File: config.mk
export PLATFORM = sky130hd
export DESIGN_NAME = cfg_stat_pins
export DESIGN_NICKNAME = d
export VERILOG_FILES = /design/src/rtl/cfg_stat_pkg.sv /design/src/rtl/cfg_port_fsm.sv /design/src/rtl/cfg_err_latch.sv /design/src/rtl/cfg_pin_drv.sv /design/src/rtl/cfg_stat_pins.sv
export SDC_FILE = /design/constraint.sdc
export NUM_CORES = 1
export LEC_CHECK = 0
export BUFFER_PORTS_ARGS = -buffer_cell sky130_fd_sc_hd__buf_2
export CORE_AREA = 10 10 47 49
export CTS_CLUSTER_DIAMETER = 200
export CTS_CLUSTER_SIZE = 14
export DETAILED_ROUTE_END_ITERATION = 8
export DIE_AREA = 0 0 57 59
export GPL_TIMING_DRIVEN = 0
export PLACE_DENSITY = 0.53
export SLEW_MARGIN = 15
export SYNTH_ARGS = -nofsm -noshare
export SYNTH_HDL_FRONTEND = slang
export SYNTH_HIERARCHICAL = 1
export SYNTH_SLANG_ARGS = --single-unit
File: constraint.sdc
create_clock -name clk -period 2 [get_ports clk]
set_clock_uncertainty 0.1 [all_clocks]
set_input_delay 0.1 -clock clk [delete_from_list [all_inputs] [get_ports clk]]
set_output_delay 0.1 -clock clk [all_outputs]
set_load 0.02 [all_outputs]
File: src/rtl/cfg_stat_pkg.sv
package cfg_stat_pkg;

    typedef enum logic [1:0] {
        PORT_OFF    = 2'd0,
        PORT_SERIAL = 2'd1,
        PORT_FULL   = 2'd2
    } port_state_e;

    typedef struct packed {
        logic val;
        logic oe;
    } pin_drv_t;

    localparam int unsigned STAT_PINS = 2;
    localparam int unsigned PIN_RDY   = 0;
    localparam int unsigned PIN_ERR   = 1;

endpackage

File: src/rtl/cfg_port_fsm.sv
module cfg_port_fsm
    import cfg_stat_pkg::*;
(
    input  logic clk,
    input  logic por_n,
    input  logic chip_rst,
    input  logic cmd_port_on,
    input  logic cmd_port_on_stat,
    input  logic cmd_set_od,
    input  logic cmd_set_pp,
    output logic ser_en,
    output logic stat_en,
    output logic od_mode
);

    port_state_e state_q, state_d;
    logic        od_q;

    always_ff @(posedge clk or negedge por_n) begin
        if (!por_n) begin
            state_q <= PORT_OFF;
        end else begin
            state_q <= state_d;
        end
    end

    always_comb begin
        state_d = state_q;
        if (chip_rst) begin
            state_d = PORT_OFF;
        end else begin
            unique case (state_q)
                PORT_OFF: begin
                    if (cmd_port_on_stat)  state_d = PORT_FULL;
                    else if (cmd_port_on)  state_d = PORT_SERIAL;
                end
                PORT_SERIAL: begin
                    if (cmd_port_on_stat)  state_d = PORT_FULL;
                end
                PORT_FULL: begin
                    if (cmd_port_on && !cmd_port_on_stat) state_d = PORT_SERIAL;
                end
                default: state_d = PORT_OFF;
            endcase
        end
    end

    always_comb begin
        ser_en  = 1'b0;
        stat_en = 1'b0;
        unique case (state_q)
            PORT_OFF:    begin ser_en = 1'b0; stat_en = 1'b0; end
            PORT_SERIAL: begin ser_en = 1'b1; stat_en = 1'b0; end
            PORT_FULL:   begin ser_en = 1'b1; stat_en = 1'b1; end
            default:     begin ser_en = 1'b0; stat_en = 1'b0; end
        endcase
    end

    always_ff @(posedge clk or negedge por_n) begin
        if (!por_n)          od_q <= 1'b0;
        else if (chip_rst)   od_q <= 1'b0;
        else if (cmd_set_pp) od_q <= 1'b0;
        else if (cmd_set_od) od_q <= 1'b1;
    end

    assign od_mode = od_q;

    assert_rst_port_off_R1: assert property (@(posedge clk) disable iff (!por_n)
        chip_rst |=> (state_q == PORT_OFF) && !od_q);

    assert_stat_cmd_full_R3: assert property (@(posedge clk) disable iff (!por_n)
        (cmd_port_on_stat && !chip_rst) |=> stat_en && ser_en);

    assert_plain_on_serial_R2: assert property (@(posedge clk) disable iff (!por_n)
        (cmd_port_on && !cmd_port_on_stat && !chip_rst) |=> ser_en && !stat_en);

endmodule

File: src/rtl/cfg_err_latch.sv
module cfg_err_latch (
    input  logic clk,
    input  logic por_n,
    input  logic chip_rst,
    input  logic fail_i,
    input  logic cmd_clr,
    input  logic cmd_disable,
    input  logic cmd_rearm,
    output logic err_flag
);

    logic err_q;
    logic armed_q;

    always_ff @(posedge clk or negedge por_n) begin
        if (!por_n) begin
            err_q   <= 1'b0;
            armed_q <= 1'b0;
        end else if (chip_rst) begin
            err_q   <= fail_i | (err_q & ~armed_q);
            armed_q <= 1'b0;
        end else begin
            err_q   <= fail_i | (err_q & ~cmd_clr);
            armed_q <= cmd_disable | (armed_q & ~cmd_rearm);
        end
    end

    assign err_flag = err_q;

    assert_fail_sets_R5: assert property (@(posedge clk) disable iff (!por_n)
        fail_i |=> err_q);

    assert_sticky_hold_R5: assert property (@(posedge clk) disable iff (!por_n)
        (err_q && !cmd_clr && !chip_rst) |=> err_q);

    assert_clear_cmd_R6: assert property (@(posedge clk) disable iff (!por_n)
        (cmd_clr && !fail_i && !chip_rst) |=> !err_q);

    assert_rst_keeps_R7: assert property (@(posedge clk) disable iff (!por_n)
        (chip_rst && !armed_q && err_q) |=> err_q);

    assert_rst_clears_R8: assert property (@(posedge clk) disable iff (!por_n)
        (chip_rst && armed_q && !fail_i) |=> !err_q);

endmodule

File: src/rtl/cfg_pin_drv.sv
module cfg_pin_drv
    import cfg_stat_pkg::*;
(
    input  logic     en,
    input  logic     od,
    input  logic     level,
    output pin_drv_t pin
);

    always_comb begin
        if (!en) begin
            pin.val = 1'b0;
            pin.oe  = 1'b0;
        end else if (od) begin
            pin.val = 1'b0;
            pin.oe  = ~level;
        end else begin
            pin.val = level;
            pin.oe  = 1'b1;
        end
    end

endmodule

File: src/rtl/cfg_stat_pins.sv
module cfg_stat_pins
    import cfg_stat_pkg::*;
(
    input  logic clk,
    input  logic por_n,
    input  logic chip_rst,
    input  logic cmd_port_on,
    input  logic cmd_port_on_stat,
    input  logic cmd_set_od,
    input  logic cmd_set_pp,
    input  logic cmd_err_clr,
    input  logic cmd_cfg_off,
    input  logic eng_busy,
    input  logic sec_wr_busy,
    input  logic eng_fail,
    input  logic tap_sdo,
    output logic tdo_o,
    output logic tdo_oe,
    output logic rdy_o,
    output logic rdy_oe,
    output logic err_o,
    output logic err_oe
);

    logic ser_en, stat_en, od_mode;
    logic err_flag;
    logic ready_q;
    logic [STAT_PINS-1:0] level;
    pin_drv_t             pins [STAT_PINS];

    cfg_port_fsm u_fsm (
        .clk              (clk),
        .por_n            (por_n),
        .chip_rst         (chip_rst),
        .cmd_port_on      (cmd_port_on),
        .cmd_port_on_stat (cmd_port_on_stat),
        .cmd_set_od       (cmd_set_od),
        .cmd_set_pp       (cmd_set_pp),
        .ser_en           (ser_en),
        .stat_en          (stat_en),
        .od_mode          (od_mode)
    );

    cfg_err_latch u_err (
        .clk         (clk),
        .por_n       (por_n),
        .chip_rst    (chip_rst),
        .fail_i      (eng_fail),
        .cmd_clr     (cmd_err_clr),
        .cmd_disable (cmd_cfg_off),
        .cmd_rearm   (cmd_port_on | cmd_port_on_stat),
        .err_flag    (err_flag)
    );

    always_ff @(posedge clk or negedge por_n) begin
        if (!por_n) ready_q <= 1'b1;
        else        ready_q <= ~(eng_busy | sec_wr_busy);
    end

    assign level[PIN_RDY] = ready_q;
    assign level[PIN_ERR] = ~err_flag;

    for (genvar g = 0; g < STAT_PINS; g++) begin : g_pin
        cfg_pin_drv u_drv (
            .en    (stat_en),
            .od    (od_mode),
            .level (level[g]),
            .pin   (pins[g])
        );
    end

    assign tdo_o  = tap_sdo;
    assign tdo_oe = ser_en;
    assign rdy_o  = pins[PIN_RDY].val;
    assign rdy_oe = pins[PIN_RDY].oe;
    assign err_o  = pins[PIN_ERR].val;
    assign err_oe = pins[PIN_ERR].oe;

    assert_rst_outputs_off_R1: assert property (@(posedge clk) disable iff (!por_n)
        chip_rst |=> !tdo_oe && !rdy_oe && !err_oe);

    assert_busy_low_R4: assert property (@(posedge clk) disable iff (!por_n)
        (stat_en && !od_mode && $past(eng_busy | sec_wr_busy)) |-> !rdy_o);

    assert_od_no_drive_high_R9: assert property (@(posedge clk) disable iff (!por_n)
        od_mode |-> !rdy_o && !err_o);

    assert_hidden_status_R10: assert property (@(posedge clk) disable iff (!por_n)
        !stat_en |-> !rdy_oe && !err_oe);

endmodule

# After elaboration in Yosys (flattened, before gate mapping)
# Cells that the tools add are included.
# totals
ff_bits	6
in_bits	13
# classes
n_eq_ne	5
n_mux	17
bitwise	14
reduce_logical	6
# op_table
op	count
two-way mux 2 bit	9
two-way mux 1 bit	7
NOT 1 bit	6
case mux 2 bit (3 select lines)	1
bitwise OR 1 bit	5
inequality test 4 bit, second input constant	1
bitwise AND 1 bit	3
inequality test 3 x 2 -> 1 bit, second input constant	1
inequality test 3 bit, second input constant	1
AND reduction 3 bit	1
nonzero test 3 bit	1
equality test 2 x 1 -> 1 bit, second input constant	1
equality test 2 bit, second input constant	1
zero test 2 bit	1
OR reduction 2 bit	1
logical AND 1 bit	1
zero test 1 bit	1

# Depth between registers and ports, before layout
# depth
word_depth	5
depth_mapped	5
ltp_nobuf	5

# By module
# Netlist, hierarchy kept.
# modules_own_cells
mod	instances	cells_per_inst	area_each_um2	seq_area_each_um2
cfg_port_fsm	1	26	240.2	75.1
cfg_err_latch	1	7	82.6	50.0
cfg_stat_pins	1	5	47.5	26.3
cfg_pin_drv	2	2	17.5	0.0

# Least setup slack after synthesis
# No wires, ideal clock.
# synth_path
path_kind	reg2reg
start	reg u_fsm.state_q[0]
end	reg u_fsm.state_q[0]
setup_ns	0.128
t_arrival_ns	1.276
path_slack_ns	0.497
path_stages_with_launch	6
period_less_slack_ns	1.503
path_cell_list	dfrtp_1 inv_1 ha_1 o21bai_1 a22oi_2 mux2_1
# synth_via
elab_chain_cells	3
word_cells_on_any_way	9
# synth_lines
element	line	rtl
from (decl)	cfg_port_fsm.sv:16	port_state_e state_q, state_d;
from (signal assigned)	cfg_port_fsm.sv:23	state_q <= state_d;
equality test 2 bit (tied with other cells)	cfg_port_fsm.sv:32	unique case (state_q)
inequality test 3 x 2 -> 1 bit (no source line) (tied with other cells)	-	
AND reduction 3 bit (no source line) or two-way mux 2 bit (tied branches)	-	
# Parallel ways exist; a longest one is shown, timed or not.
# A chain may end at the register's enable or synchronous reset.

# Worst setup path after layout
# Same ends and word-level chain as after synthesis.

==> reports/metrics.cfg <==
[sta]
hold_viol=0
slew_headroom_pct=87.83
finalSetupTns_ns=0
rsz0062_at_grt=no
tightestPinTransition_ns=0.1825
fmax_mhz=607.2
fin_crit_ns=1.647
drv_slew=0
setup_viol=0
post-route-period-util_pct=82.34

[setup_path]
crit_type=reg -> reg
worst-endpoint-required_ns=2.03
critPathLaunchType=flip-flop
crit_chain=inv_1 -> ha_1 -> o21bai_1 -> a22oi_2 -> mux2_1
cp-end-kind=flip-flop
cp.arrival_ns=1.68
max_stage_delay_ns=0.42
path_max_fanout=5
reg2reg_depth=5
cp_slowest_cell=dfrtp_1

[grt]
grt_max_degree=8
gr-total-overflow=0
grt_pass1_vias=424
track_usage_pct=6.756
antenna_found_initial=0
grt_first_pass_wirelength_um=1821

[clock_tree]
cts_tree=done
clock_sinks=6
cts-buffers-inserted=3
cts_resized=0
clk_pin_slew_worst_paths_ns=0.05
clock_latency_ns=0.25
cts_max_level=1
ctsLongestPathBuffers=2
cts_setup_buffers=0
root_buffer=clkbuf_4

[placement]
placedInstanceArea_um2=510.5
hpwl_um=814.5
gp_congestion=0.7069
placement.io_buffers=17

[die]
die_y_um=59
start_util_pct=28.93
die_w_um=57
core_area_mm2=0.001401
rows=14
die-area_mm2=0.003363
io_pins=19

[power_and_ir_drop]
seqPwrFrac_pct=26.4
combPwrFrac_pct=54.7
power_uw=654.6
pwr-share-clk_pct=18.9
peakVddDrop_uv=439.7
p_switching_uw=271.7
p_leak_uw=0.0003054
p_int_uw=382.9
switching_share_pct=41.51
power_density_mw_per_mm2=1097

[route]
dr.first_iter.drc_count=3
drt-total-wl_um=1056
wire_per_inst_um=12.42
detail-route-antenna-nets=0
via_per_inst=4.612
firstDrtPassIters=2
drc=0
vias=392

[hold_path]
hold_depth=2
min_path_type=in -> reg

[synthesis]
ys_ff_latch=6
yosys_warnings=6
ys_top_cells_by_area=dfrtp_1, ha_1, dfstp_2, inv_1, and3b_2
netlist.area_leader.share_pct=30.86
async_flop_share_pct=100.0
avgSynthCellArea_um2=9.652
synth-edff-count=0
syn_area_um2=405.4
ys.flop_type=dfrtp_1
ys_seq_area_share_pct=37.35
synth.distinct_cells=23
syn_inst=42
synth.most_common_cell=inv_1
yosysTopAreaCell=dfrtp_1
ys_top_cells_by_count=inv_1, dfrtp_1, nor2_1
synth.net_count=58

[cells_and_area]
final_net_count=86
syn_to_final_growth_pct=47.22
layout-drive-gt1-share_pct=37.68
fin_area_um2=596.8
fill_cells=157
n_antenna_cell=0

[run_status]
status=finished clean

[job]
drv_cap=0

==> worst max-delay path, delay by kind of cell (launching register included) <==
family                     cells  cell delay [ns]
muxes                          1             0.34
AOI/OAI and AO/OA              2             0.32
buffers and inverters          1             0.12
DFF                            1             0.42
adders and majority gates      1             0.23
==> state kept, by name, summed over array words and instances, names as in the netlist <==
| register | flops |
|---|---|
| u_fsm/od_mode | 1 |
| u_err/armed_q | 1 |
| ready_q | 1 |
| u_fsm/state_q | 2 |
| u_err/err_flag | 1 |
==> kinds of logic (layout without fill, tap and decap cells) <==
family | count (synthesis) | after routing | synth area share (%)
muxes | 2 | 2 | 5.247
DFF | 6 | 6 | 37.35
and+or+nand+nor | 13 | 13 | 20.37
adders and majority gates | 3 | 3 | 9.260
buffers and inverters | 7 | 34 | 7.408
AOI/OAI and AO/OA | 11 | 11 | 20.37
==> metrics by stage <==
step	std cells	utilization [%]	setup WS, ns	hold slack [ns]
floorplan	42	-	0.4966	-0.2956
finish	85	42.59	0.3531	0.01945
CTS	85	42.59	0.3428	0.01127
detailed placement	75	36.43	0.3621	-0.1722
global placement	75	36.43	0.3598	-0.1701
global route	85	42.59	0.2468	0.02613
==> path summary, 6_finish.rpt <==
path                                   from  slack (ns)               end
hold reg to reg              u_err/err_flag        0.37    u_err/err_flag
min in group asynchronous             por_n        0.14  u_fsm/state_q[0]
setup reg to reg           u_fsm/state_q[0]        0.35  u_fsm/state_q[0]
setup / recovery           u_fsm/state_q[0]        0.35  u_fsm/state_q[0]
max in group asynchronous             por_n        1.43           ready_q
hold / removal                     chip_rst        0.02     u_err/armed_q
==> power by group through the flow <==
stage | registers, µW | clock network (µW) | logic, µW
2_1_floorplan | 167 | 0 | 265
6_report | 173 | 124 | 358
3_3_place_gp | 174 | 0 | 351
3_5_place_dp | 175 | 0 | 352
4_1_cts | 173 | 128 | 365
5_1_grt | 178 | 139 | 403
==> placed cells by master (no fill, tap or decap) <==
cell,netlist,final
a21oi_1,3,3
a22oi_2,1,1
dfrtp_1,5,5
ha_1,3,3
mux2_1,1,1
a21boi_0,2,2
nand2b_1,2,2
and3b_2,2,2
o22a_1,1,1
or3b_1,1,1
buf_4,1,1
mux2i_1,1,1
clkbuf_1,0,1
a21o_1,1,1
a311o_1,1,1
buf_2,0,17
inv_1,6,6
nor2_1,4,4
dfstp_2,1,1
clkbuf_4,0,3
dlygate4sd3_1,0,6
or2_1,1,1
nor3_1,1,1
o22ai_1,1,1
nor2b_2,1,1
o21bai_1,1,1
or3_1,1,1
==> final cells by class <==
class | instances | area (µm²) | area share (%)
well taps | 16 | 20.02 | 3.354
repair buffers | 23 | 145.1 | 24.32
clock buffers | 4 | 26.28 | 4.403
flip-flops and latches | 6 | 151.4 | 25.37
inverters | 6 | 22.52 | 3.774
plain buffers | 1 | 7.507 | 1.258
multi-input cells | 29 | 224.0 | 37.53
==> what timing repair did <==
item	in CTS	in global routing
hold buffers	6	0
endpoints found under the hold margin	10	0
endpoints found under the setup margin	0	0
==> metal layers <==
metal | vias to the layer above | GRT usage (%) | part of all wire (%)
met2 | 11 | 12.87 | 56
met3 | 2 | 3.004 | 7.5
met1 | 179 | 5.615 | 36
li1 | 200 | - | -
met4 | 0 | 4.027 | 1.2
met5 | - | 0 | 0
Power figures use the tool's default switching activity.
